`src/rtl/irq_stat_pkg.sv`:
```
package irq_stat_pkg;
  typedef enum logic [1:0] {
    TRIG_RISE    = 2'b00,
    TRIG_FALL    = 2'b01,
    TRIG_LVL     = 2'b10,
    TRIG_LVL_ALT = 2'b11
  } trig_mode_e;
endpackage

```
`src/rtl/irq_src_cell.sv`:
```
module irq_src_cell
  import irq_stat_pkg::*;
(
  input  logic       clk_i,
  input  logic       rst_ni,
  input  logic       evt_i,
  input  logic       prev_i,
  input  trig_mode_e mode_i,
  input  logic       clr_i,
  output logic       stat_o
);
  logic hit;

  always_comb begin
    unique case (mode_i)
      TRIG_RISE: hit = evt_i & ~prev_i;
      TRIG_FALL: hit = ~evt_i & prev_i;
      default:   hit = 1'b0;
    endcase
  end

  always_ff @(posedge clk_i or negedge rst_ni) begin
    if (!rst_ni)        stat_o <= 1'b0;
    else if (mode_i[1]) stat_o <= evt_i;
    else                stat_o <= (stat_o & ~clr_i) | hit;  // new edge wins over clear
  end
endmodule

```
`src/rtl/ovfl_hold.sv`:
```
module ovfl_hold #(
  parameter int unsigned HOLD_CYC = 4096
) (
  input  logic clk_i,
  input  logic rst_ni,
  input  logic live_i,
  output logic hold_o
);
  localparam int unsigned CNT_W = $clog2(HOLD_CYC + 1);

  logic [CNT_W-1:0] cnt_q;

  always_ff @(posedge clk_i or negedge rst_ni) begin
    if (!rst_ni)           cnt_q <= '0;
    else if (live_i)       cnt_q <= CNT_W'(HOLD_CYC);
    else if (cnt_q != '0)  cnt_q <= cnt_q - 1'b1;
  end

  assign hold_o = live_i | (cnt_q != '0);
endmodule

```
`src/rtl/irq_status_ctrl.sv`:
```
module irq_status_ctrl
  import irq_stat_pkg::*;
#(
  parameter int unsigned N_SRC        = 4,
  parameter int unsigned ADDR_W       = 8,
  parameter int unsigned DATA_W       = 8,
  parameter int unsigned HOLD_CYC     = 4096,
  parameter int unsigned OVFL_IDX     = 1,
  parameter logic [ADDR_W-1:0] STAT_ADDR    = 8'h0D,
  parameter logic [ADDR_W-1:0] MASK_ADDR    = 8'h0E,
  parameter logic [ADDR_W-1:0] MODE_HI_ADDR = 8'h0F,
  parameter logic [ADDR_W-1:0] MODE_LO_ADDR = 8'h10
) (
  input  logic              clk_i,
  input  logic              rst_ni,
  input  logic [N_SRC-1:0]  evt_i,
  input  logic              reg_wr_i,
  input  logic              reg_rd_i,
  input  logic [ADDR_W-1:0] reg_addr_i,
  input  logic [DATA_W-1:0] reg_wdata_i,
  output logic [DATA_W-1:0] reg_rdata_o,
  output logic              irq_o,
  output logic              ovfl_o
);
  localparam int unsigned POL_BIT = DATA_W - 1;

  logic [N_SRC-1:0] evt_q, status_q, mask_q, mode_msb_q, mode_lsb_q;
  logic             pol_q;
  logic             rd_stat, irq_act;
  logic             unused_wdata;

  assign unused_wdata = ^reg_wdata_i;
  assign rd_stat = reg_rd_i && (reg_addr_i == STAT_ADDR);

  always_ff @(posedge clk_i or negedge rst_ni) begin
    if (!rst_ni) begin
      evt_q      <= '0;
      mask_q     <= '0;
      pol_q      <= 1'b0;
      mode_msb_q <= '0;
      mode_lsb_q <= '0;
    end else begin
      evt_q <= evt_i;
      if (reg_wr_i) begin
        if (reg_addr_i == MASK_ADDR) begin
          mask_q <= reg_wdata_i[N_SRC-1:0];
          pol_q  <= reg_wdata_i[POL_BIT];
        end
        if (reg_addr_i == MODE_HI_ADDR) mode_msb_q <= reg_wdata_i[N_SRC-1:0];
        if (reg_addr_i == MODE_LO_ADDR) mode_lsb_q <= reg_wdata_i[N_SRC-1:0];
      end
    end
  end

  for (genvar g = 0; g < N_SRC; g++) begin : g_src
    irq_src_cell u_cell (
      .clk_i  (clk_i),
      .rst_ni (rst_ni),
      .evt_i  (evt_i[g]),
      .prev_i (evt_q[g]),
      .mode_i (trig_mode_e'({mode_msb_q[g], mode_lsb_q[g]})),
      .clr_i  (rd_stat),
      .stat_o (status_q[g])
    );
  end

  ovfl_hold #(.HOLD_CYC(HOLD_CYC)) u_hold (
    .clk_i  (clk_i),
    .rst_ni (rst_ni),
    .live_i (evt_i[OVFL_IDX]),
    .hold_o (ovfl_o)
  );

  assign irq_act = |(status_q & mask_q);
  assign irq_o   = pol_q ? irq_act : ~irq_act;

  always_comb begin
    reg_rdata_o = '0;
    if (reg_rd_i) begin
      if (reg_addr_i == STAT_ADDR) reg_rdata_o[N_SRC-1:0] = status_q;
      if (reg_addr_i == MASK_ADDR) begin
        reg_rdata_o[N_SRC-1:0] = mask_q;
        reg_rdata_o[POL_BIT]   = pol_q;
      end
      if (reg_addr_i == MODE_HI_ADDR) reg_rdata_o[N_SRC-1:0] = mode_msb_q;
      if (reg_addr_i == MODE_LO_ADDR) reg_rdata_o[N_SRC-1:0] = mode_lsb_q;
    end
  end
endmodule

```
`config.mk`:
```
export PLATFORM = sky130hd
export DESIGN_NAME = irq_status_ctrl
export DESIGN_NICKNAME = d
export VERILOG_FILES = /design/src/rtl/irq_stat_pkg.sv /design/src/rtl/irq_src_cell.sv /design/src/rtl/ovfl_hold.sv /design/src/rtl/irq_status_ctrl.sv
export SDC_FILE = /design/constraint.sdc
export NUM_CORES = 1
export LEC_CHECK = 0
export ABC_AREA = 1
export CAP_MARGIN = 10
export CORE_MARGIN = 1
export CORE_UTILIZATION = 35
export CTS_CLUSTER_DIAMETER = 30
export DETAILED_ROUTE_END_ITERATION = 10
export PLACE_DENSITY = 0.64
export SYNTH_ARGS = -nofsm -noshare
export SYNTH_HDL_FRONTEND = slang
export SYNTH_SLANG_ARGS = --single-unit
```
`constraint.sdc`:
```
create_clock -name clk_i -period 3.8 [get_ports clk_i]
set_clock_uncertainty 0.15 [all_clocks]
set_input_delay 0.95 -clock clk_i [delete_from_list [all_inputs] [get_ports clk_i]]
set_output_delay 0.95 -clock clk_i [all_outputs]
set_load 0.01 [all_outputs]
```
==> impl_metrics.csv, run 1 <==
group,metric,value,unit
run_status,outcome,"complete, no violations",
layout,antenna_cells,0,
placement,io_buffers,27,
setup_path,cp.required,2.70,ns
global_route,antenna_found_initial,0,
logic_synthesis,syn_avg_cell_area,7.23,µm²
logic_synthesis,ys_ff_latch,34,
die,core.rowCount,27,
clocking,cts_sinks,34,
logic_synthesis,async_flop_share,100,%
clocking,h-tree-depth,2,
clocking,ctsLongestPathBuffers,2,
die,core-area,0.00557,mm²
logic_synthesis,synthesis.area,0.00205,mm²
logic_synthesis,synth_simple_gate_area_share,41.1,%
sta,max_freq,0.273,GHz
sta,setup_violations,0,
setup_path,startpoint_type,"primary input",
layout,seq_area,851,µm²
layout,area_growth,27.0,%
run,maxCapViolCount,0,
setup_path,crit_path_end_kind,"output port",
detailed_routing,vias,1883,
power_and_ir_drop,vdd_drop_max,0.329,mV
detailed_routing,routed_via_density,4.67,
detailed_routing,drc,0,
layout,fill_cells,583,
placement,place_congestion,0.859,
logic_synthesis,netlist_top_cells_area,"dfrtp_1, nand2_1, nor2_1",
clocking,cts_tree,"done",
clocking,clkLatencyLatePin,0.28,ns
detailed_routing,wl,4.59,mm
sta,rsz0062_at_grt,"no",
detailed_routing,routedWlPerCell,11.4,µm
detailed_routing,dr.pass1.iters,4,
die,top_level_ports,34,
setup_path,crit_fanout,4,
detailed_routing,drtIter0Drc,95,
power_and_ir_drop,leakagePower,0.00144,µW
sta,hold_violations,0,
setup_path,worstPathArrival,2.57,ns
logic_synthesis,synth_warnings,0,
layout,nNetsFinal,356,
logic_synthesis,synth_edf_count,0,
logic_synthesis,yosys-top-cells-count,"nand2_1, nor2_1, dfrtp_1, nand3_1, inv_1",
clocking,cts_root_buf,"clkbuf_8",
logic_synthesis,synth_top_family_by_area,"simple AND/OR/NAND/NOR gates",
die,die_h,78.5,µm
sta,drv_slew,0,
global_route,grt_max_degree,35,
placement,dp_hpwl,3.24,mm
global_route,grt_pass1_vias,1809,
logic_synthesis,synth_compound_area_share,7.40,%
detailed_routing,ant_nets,0,
global_route,grt-ovfl-total,0,
die,initial_core_util,36.7,%
layout,layout.cells.non_filler,403,
power_and_ir_drop,power_density,424,mW/mm²
sta,fin_setup_tns,0,ns
global_route,grt_usage,16.5,%
die,dieArea,0.00616,mm²
clocking,cts_made_buffers,5,
placement,dp.cells,383,
logic_synthesis,synth.distinct_cells,28,
setup_path,critical_path_class,"in -> out",
logic_synthesis,synth_fa_ha_area_share,1.22,%
global_route,grt_pass1_wl,7.93,mm
sta,layout_min_cycle_time,3.67,ns
logic_synthesis,synth_area_leader_cell,"dfrtp_1",
logic_synthesis,ys.flop_type,"dfrtp_1",
logic_synthesis,synth_top_area_share,41.6,%
logic_synthesis,synthXorXnorAreaFrac,0.856,%
layout,drive_gt1_share,15.7,%
sta,post-route-period-util,96.5,%
logic_synthesis,synth_mux_area_share,0,%
logic_synthesis,synthCells,283,
layout,multiInputGateArea,0.00105,mm²
clocking,path_clk_slew,0.07,ns
logic_synthesis,yosysSeqAreaShare,41.6,%
die,fp.dieW,78.5,µm
logic_synthesis,yosys.cell_count.top_type,"nand2_1",
min_path,hp-class,"reg -> reg",
==> state kept, by name (all words and copies together), names as in the netlist <==
name / flops
mode_lsb_q: 4
mode_msb_q: 4
u_hold.cnt_q: 13
evt_q: 4
mask_q: 4
g_src.u_cell.stat_o: 4
pol_q: 1
==> through the flow <==
step | hold slack (ns) | setup slack (ns) | cell area [µm²] | util, % | power, µW
6_report | 0.374 | 0.131 | 2600 | 46.6 | 1100
5_1_grt | 0.417 | 0.0148 | 2600 | 46.6 | 1200
4_1_cts | 0.380 | 0.0227 | 2520 | 45.2 | 1110
3_5_place_dp | 0.363 | -0.0420 | 2410 | 43.2 | 829
2_1_floorplan | 0.314 | 1.00 | 2050 | - | 737
3_3_place_gp | 0.350 | -0.0374 | 2410 | 43.2 | 823
==> kinds of logic after synthesis <==
logic type	count (synthesis)
flip-flops	34
other	1
adder cells (fa/ha/maj)	2
AND/OR/NAND/NOR	180
XOR/XNOR	2
buffers and inverters	36
AO/OA/AOI/OAI	28
==> placed cells by master, fill, tap and decap left out <==
master,Yosys,routed
a21oi_1,4,4
a22o_1,2,2
buf_4,3,17
clkbuf_1,0,1
clkbuf_8,0,6
clkdlybuf4s50_1,0,22
clkinv_2,0,1
conb_1,1,3
dfrtp_1,34,34
dlygate4sd2_1,0,2
dlymetal6s2s_1,0,3
ha_1,2,2
inv_1,23,23
inv_2,7,7
nand2_1,87,87
nand2_2,6,6
nand2_4,2,2
nand3_1,24,24
nand3_2,1,1
nand3b_1,2,2
nand4_1,1,1
nor2_1,44,44
nor2_2,3,2
nor2_4,3,4
nor2_8,2,2
nor3_1,2,2
nor3_2,2,2
nor3_4,1,1
o21ai_0,5,5
o21ai_1,16,16
o21ai_2,1,1
xor2_1,2,2
==> layer usage <==
metal	vias to the layer above	part of all wire (%)	track usage [%]
met5	-	0	0
met4	0	0.74	4.81
met3	5	4.6	3.84
met2	36	50	29.8
met1	856	45	19.3
li1	986	-	-
==> repair_timing <==
item,in CTS,in global routing
resized for setup,3,3
setup endpoints to repair,2,3
buffers inserted,2,10
hold buffers,0,0
pin swaps,1,4
==> path summary, 6_finish.rpt <==
kind / cells past startpoint / endpoint / slack, ns / start
max in group asynchronous: 2 / mask_q[0]$_DFFE_PN0P_ / 2.26 / rst_ni
hold reg to reg: 2 / mask_q[1]$_DFFE_PN0P_ / 0.37 / mask_q[1]$_DFFE_PN0P_
setup reg to reg: 7 / u_hold.cnt_q[5]$_DFFE_PN0P_ / 2.18 / u_hold.cnt_q[0]$_DFFE_PN0P_
setup / recovery: 7 / reg_rdata_o[7] / 0.13 / reg_addr_i[2]
hold / removal: 2 / mask_q[1]$_DFFE_PN0P_ / 0.37 / mask_q[1]$_DFFE_PN0P_
min in group asynchronous: 2 / u_hold.cnt_q[6]$_DFFE_PN0P_ / 0.92 / rst_ni
==> power breakdown <==
| part | switching (µW) | total (µW) | internal (µW) |
|---|---|---|---|
| clock | 130 | 276 | 146 |
| combinational | 219 | 357 | 139 |
| sequential | 53.7 | 469 | 415 |
==> area by class of cell <==
cell class / instances / share of cell area [%]
clock inverter: 1 / 0.192
tap: 72 / 3.46
clock buffer: 7 / 3.32
multi-input combinational: 215 / 40.5
inverter: 30 / 4.33
sequential: 34 / 32.7
timing repair buffer: 44 / 15.5
==> critical path: stages <==
cell and delay, ns:
clkdlybuf4s50_1 0.49, nand2_2 0.13, nor3_4 0.19, buf_4 0.16, nand2_4 0.04, nor2_1 0.07
clkdlybuf4s50_1 0.53
Note: power is estimated with default switching activity, not from simulation.
==> run 2, diff against run 1 <==
--- a/config.mk
+++ b/config.mk
@@ -8,9 +8,11 @@
 export ABC_AREA = 1
 export CAP_MARGIN = 10
+export CELL_PAD_IN_SITES_DETAIL_PLACEMENT = 0
+export CELL_PAD_IN_SITES_GLOBAL_PLACEMENT = 1
 export CORE_MARGIN = 1
 export CORE_UTILIZATION = 35
 export CTS_CLUSTER_DIAMETER = 30
 export DETAILED_ROUTE_END_ITERATION = 10
-export PLACE_DENSITY = 0.64
+export PLACE_DENSITY = 0.82
 export SYNTH_ARGS = -nofsm -noshare
 export SYNTH_HDL_FRONTEND = slang
--- a/constraint.sdc
+++ b/constraint.sdc
@@ -3,3 +3,3 @@
 set_input_delay 0.95 -clock clk_i [delete_from_list [all_inputs] [get_ports clk_i]]
 set_output_delay 0.95 -clock clk_i [all_outputs]
-set_load 0.01 [all_outputs]
+set_load 0.05 [all_outputs]
==> run 2 against run 1 <==
Count of clock-buffer cells in the layout down 1. Final cell count down 3.7%. Global-route usage down 0.20 points. Sequential power about the same. First-iteration DRC count up 11%. Critical path depth up 1. Setup slack better by 0.14 ns. Register-to-register slack about the same. Die area unchanged. Flip-flop and latch count unchanged. Hold slack worse by 0.0039 ns.
==> impl_metrics.csv, run 2 (synthesized netlist as in run 1, its figures left out) <==
group,metric,value,unit
power_and_ir_drop,clkPwrFrac,25.0,%
run_status,outcome,"complete, no violations",
detailed_routing,dr.pass1.iters,4,
placement,place_congestion,0.802,
die,fp.dieW,78.5,µm
run,maxCapViolCount,0,
layout,largest_reg_flops,13,
layout,drive_gt1_share,13.9,%
power_and_ir_drop,combPwrFrac,33.0,%
clocking,path_clk_slew,0.07,ns
sta,setup_violations,0,
clocking,postCtsSetupBuffers,0,
detailed_routing,routedWlPerCell,11.7,µm
die,core-area,0.00557,mm²
placement,placedInstanceArea,0.00243,mm²
detailed_routing,drc,0,
sta,max_freq,0.283,GHz
setup_path,crit_fanout,5,
clocking,clkLatencyLatePin,0.28,ns
sta,rsz0062_at_grt,"no",
clocking,h-tree-depth,2,
power_and_ir_drop,netSwitchingFraction,37.7,%
power_and_ir_drop,vdd_drop_max,0.314,mV
layout,seq_area,851,µm²
layout,area_growth,23.5,%
die,top_level_ports,34,
power_and_ir_drop,switching_power,421,µW
power_and_ir_drop,p_int,695,µW
die,initial_core_util,36.7,%
layout,final_cell_area,0.00253,mm²
die,dieArea,0.00616,mm²
placement,dp.cells,380,
global_route,grt_max_degree,35,
setup_path,worstPathArrival,2.43,ns
power_and_ir_drop,power_density,442,mW/mm²
detailed_routing,drtIter0Drc,105,
clocking,cts_tree,"done",
power_and_ir_drop,seq_power_share,42.0,%
layout,layout_common_cells,"nand2_1, nor2_1, dfrtp_1",
detailed_routing,vias,1809,
global_route,grt-ovfl-total,0,
power_and_ir_drop,leakagePower,0.00132,µW
detailed_routing,wl,4.52,mm
min_path,hp-class,"reg -> reg",
layout,nNetsFinal,341,
layout,regMostFlops,"u_hold.cnt_q",
sta,layout_min_cycle_time,3.53,ns
global_route,grt_pass1_vias,1724,
clocking,cts_resized,0,
sta,fin_setup_tns,0,ns
layout,multiInputGateArea,0.00105,mm²
clocking,holdBufCountCts,0,
global_route,antenna_found_initial,0,
setup_path,crit_path_end_kind,"output port",
sta,hold_violations,0,
clocking,cts_root_buf,"clkbuf_8",
sta,post-route-period-util,92.9,%
global_route,grt_pass1_wl,7.89,mm
detailed_routing,routed_via_density,4.66,
detailed_routing,ant_nets,0,
sta,holdWs,0.370,ns
setup_path,critical_path_class,"in -> out",
layout,fill_cells,567,
clocking,cts_sinks,34,
placement,dp_hpwl,3.33,mm
layout,antenna_cells,0,
layout,layout.cells.non_filler,388,
clocking,ctsLongestPathBuffers,2,
global_route,grt_usage,16.3,%
die,die_h,78.5,µm
layout,final_common_cell,"nand2_1",
setup_path,startpoint_type,"primary input",
die,core.rowCount,27,
clocking,cts_made_buffers,5,
sta,drv_slew,0,
placement,io_buffers,27,
setup_path,cp.required,2.70,ns
## run 2: cell types whose count changed in the layout (fill, tap and decap cells not counted), sizes merged
cell,delta
buf,-9
dlymetal6s2s,-3
dlygate4sd2,-2
clkbuf,-1
clkdlybuf4s50,-1
clkinvlp,+1
## run 2: final timing paths
| kind | from | to | slack, ns | cells past startpoint |
|---|---|---|---|---|
| setup / recovery | reg_addr_i[2] | reg_rdata_o[0] | 0.27 | 8 |
| hold / removal | u_hold.cnt_q[1]$_DFFE_PN0P_ | u_hold.cnt_q[1]$_DFFE_PN0P_ | 0.37 | 2 |
| setup reg to reg | u_hold.cnt_q[0]$_DFFE_PN0P_ | u_hold.cnt_q[8]$_DFFE_PN0P_ | 2.17 | 7 |
| hold reg to reg | u_hold.cnt_q[1]$_DFFE_PN0P_ | u_hold.cnt_q[1]$_DFFE_PN0P_ | 0.37 | 2 |
| max in group asynchronous | rst_ni | u_hold.cnt_q[4]$_DFFE_PN0P_ | 2.24 | 2 |
| min in group asynchronous | rst_ni | pol_q$_DFFE_PN0P_ | 0.94 | 2 |
## run 2: final cells by class
class,instances,area share (%)
timing repair buffer,29,13.2
sequential,34,33.6
tap,72,3.56
multi-input combinational,215,41.4
inverter,30,4.45
clock inverter,2,0.495
clock buffer,6,3.27
## run 2: stage by stage
step | setup slack, ns | power, µW | utilization [%]
2_1_floorplan | 0.512 | 750 | -
3_3_place_gp | 0.278 | 839 | 43.7
3_5_place_dp | 0.273 | 845 | 43.7
4_1_cts | 0.265 | 1130 | 45.4
5_1_grt | 0.119 | 1210 | 45.4
6_report | 0.269 | 1120 | 45.4
## run 2: critical path, stage by stage
cell             delay (ns)
clkdlybuf4s50_1        0.49
nand2_2                0.12
nor3_4                 0.27
nand3_1                0.11
nand2_1                0.08
nor2_1                 0.04
nor2_1                 0.20
buf_12                 0.17
## run 2: power groups by stage
stage	clock, µW	sequential (µW)	combinational (µW)
floorplan	0	462	288
global placement	0	475	364
detailed placement	0	475	370
CTS	291	468	371
global route	305	477	424
finish	279	469	369
## run 2: layer usage
layer	vias to the layer above	GRT usage (%)	wire, µm
met2	37	28.4	2170
li1	942	-	-
met3	5	3.26	180
met1	825	20.4	2140
met5	-	0	0
met4	0	4.44	31
==> run 3, diff against run 2 <==
- GPL_TIMING_DRIVEN: unset -> 0
- clock period: 3.8 -> 3.9 ns (I/O delays scaled with it)
==> run 3 against run 2 <==
Combinational power down 3%. Register-to-register slack better by 0.10 ns. Global-route usage up 0.37 points. Non-clock buffer count up 4. Critical endpoint is now reg_rdata_o[7].
==> impl_metrics.csv, run 3 (synthesized netlist as in run 1, its figures left out) <==
group,metric,value,unit
clocking,holdBufCountCts,0,
min_path,hp-class,"reg -> reg",
layout,regMostFlops,"u_hold.cnt_q",
clocking,postCtsSetupBuffers,0,
global_route,grt_max_degree,35,
setup_path,cp_top_family,"buffers and inverters",
die,core.rowCount,27,
sta,rsz0062_at_grt,"no",
sta,max_freq,0.267,GHz
global_route,grt_usage,16.7,%
setup_path,crit_fanout,6,
clocking,ctsLongestPathBuffers,2,
die,fp.dieW,78.5,µm
power_and_ir_drop,vdd_drop_max,0.259,mV
detailed_routing,wl,4.59,mm
sta,setup_violations,0,
layout,multiInputGateArea,0.00105,mm²
placement,dp_slack,-0.256,ns
layout,seq_area,851,µm²
die,top_level_ports,34,
run,maxCapViolCount,0,
clocking,path_clk_slew,0.07,ns
global_route,grt-ovfl-total,0,
setup_path,crit_buf_inv,2,
sta,drv_slew,0,
die,dieArea,0.00616,mm²
clocking,cts_tree,"done",
setup_path,critical_path_class,"in -> out",
setup_path,startpoint_type,"primary input",
layout,largest_reg_flops,13,
setup_path,slowest_stage,"dlygate4sd2_1",
layout,layout_common_cells,"nand2_1, nor2_1, dfrtp_1",
clocking,cts_root_buf,"clkbuf_8",
setup_path,worst_path_largest_cell_delay,0.53,ns
detailed_routing,drc,0,
setup_path,path_cells,"clkdlybuf4s50_1 -> nand2_2 -> nor3_4 -> nand2_4 -> nor2_1 -> dlygate4sd2_1",
placement,io_buffers,27,
placement,placedInstanceArea,0.00241,mm²
global_route,antenna_found_initial,0,
layout,drive_gt1_share,14.4,%
setup_path,cp.required,2.77,ns
detailed_routing,vias,1818,
detailed_routing,dr.pass1.iters,6,
sta,slew_headroom,46.1,%
sta,layout_min_cycle_time,3.75,ns
placement,dp.cells,384,
clocking,cts_sinks,34,
sta,setup_ws,0.149,ns
sta,post-route-period-util,96.2,%
sta,hold_violations,0,
clocking,cts_made_buffers,5,
layout,fill_cells,610,
global_route,grt_pass1_wl,8.02,mm
clocking,clkLatencyLatePin,0.28,ns
layout,nNetsFinal,345,
setup_path,crit_path_end_kind,"output port",
run_status,outcome,"complete, no violations",
setup_path,worstPathArrival,2.63,ns
detailed_routing,routedWlPerCell,11.7,µm
placement,place_congestion,0.831,
detailed_routing,routed_via_density,4.64,
layout,antenna_cells,0,
power_and_ir_drop,power_density,436,mW/mm²
layout,final_cell_area,0.00248,mm²
die,die_h,78.5,µm
detailed_routing,drtIter0Drc,83,
detailed_routing,ant_nets,0,
layout,final_common_cell,"nand2_1",
clocking,h-tree-depth,2,
global_route,grt_pass1_vias,1776,
placement,dp_hpwl,3.43,mm
die,core-area,0.00557,mm²
die,initial_core_util,36.7,%
layout,final_core_util,44.5,%
layout,layout.cells.non_filler,392,
power_and_ir_drop,leakagePower,0.00133,µW
layout,area_growth,21.1,%
sta,tightest_slew,0.809,ns
## run 3: changes by cell type in the layout (fill, tap and decap cells not counted)
cell | before | now
clkinvlp_4 | 1 | 0
buf_12 | 5 | 0
dlygate4sd2_1 | 0 | 1
clkbuf_2 | 0 | 4
buf_2 | 0 | 3
buf_6 | 0 | 1
clkbuf_1 | 0 | 1
## run 3: per-layer routing
metal / part of all wire (%) / vias to the layer above / routed length (µm) / GRT usage [%]
met2: 50 / 27 / 2290 / 29.0
met4: 0.68 / 0 / 31 / 4.44
met1: 46 / 831 / 2110 / 20.8
li1: - / 955 / - / -
met5: 0 / - / 0 / 0
met3: 3.4 / 5 / 156 / 3.49
## run 3: layout make-up
| type | instances | area share, % |
|---|---|---|
| Clock buffer | 7 | 3.48 |
| Sequential cell | 34 | 34.3 |
| Inverter | 30 | 4.54 |
| Timing Repair Buffer | 27 | 9.84 |
| Buffer | 6 | 1.77 |
| Tap cell | 72 | 3.63 |
| Multi-Input combinational cell | 215 | 42.2 |
| Clock inverter | 1 | 0.202 |
## run 3: through the flow
| stage | TNS, ns | hold slack [ns] | power, µW |
|---|---|---|---|
| detailed placement | -1.07 | 0.363 | 827 |
| CTS | 0 | 0.381 | 1100 |
| floorplan | 0 | 0.314 | 730 |
| global route | 0 | 0.406 | 1170 |
| global placement | -1.07 | 0.343 | 820 |
| finish | 0 | 0.367 | 1080 |
## run 3: final timing paths
kind | slack, ns | cells past startpoint | from | end
min in group asynchronous | 0.63 | 1 | rst_ni | evt_q[3]$_DFF_PN0_
worst min-delay path | 0.37 | 2 | u_hold.cnt_q[1]$_DFFE_PN0P_ | u_hold.cnt_q[1]$_DFFE_PN0P_
worst max-delay path | 0.15 | 6 | reg_addr_i[2] | reg_rdata_o[7]
worst min register to register | 0.37 | 2 | u_hold.cnt_q[1]$_DFFE_PN0P_ | u_hold.cnt_q[1]$_DFFE_PN0P_
worst max register to register | 2.27 | 7 | u_hold.cnt_q[0]$_DFFE_PN0P_ | u_hold.cnt_q[5]$_DFFE_PN0P_
max in group asynchronous | 2.46 | 1 | rst_ni | u_hold.cnt_q[10]$_DFFE_PN0P_
## run 3: worst reg2reg max path: cells and delay by family, from the launching register on
family / cells / cell delay, ns
buffers and inverters: 2 / 0.21
AOI/OAI and AO/OA: 1 / 0.16
DFF: 1 / 0.42
and+or+nand+nor: 3 / 0.41
adders and majority gates: 1 / 0.17
## run 3: timing repair
item	4_1_cts	5_1_grt
gates resized for setup	5	8
endpoints found under the setup margin	5	4
pin swaps	0	0
gates cloned	0	0
## run 3: where the power goes
| group | switching [µW] | internal, µW | total (µW) |
|---|---|---|---|
| Clock | 126 | 142 | 268 |
| Combinational | 225 | 133 | 358 |
| Sequential | 51.9 | 404 | 456 |
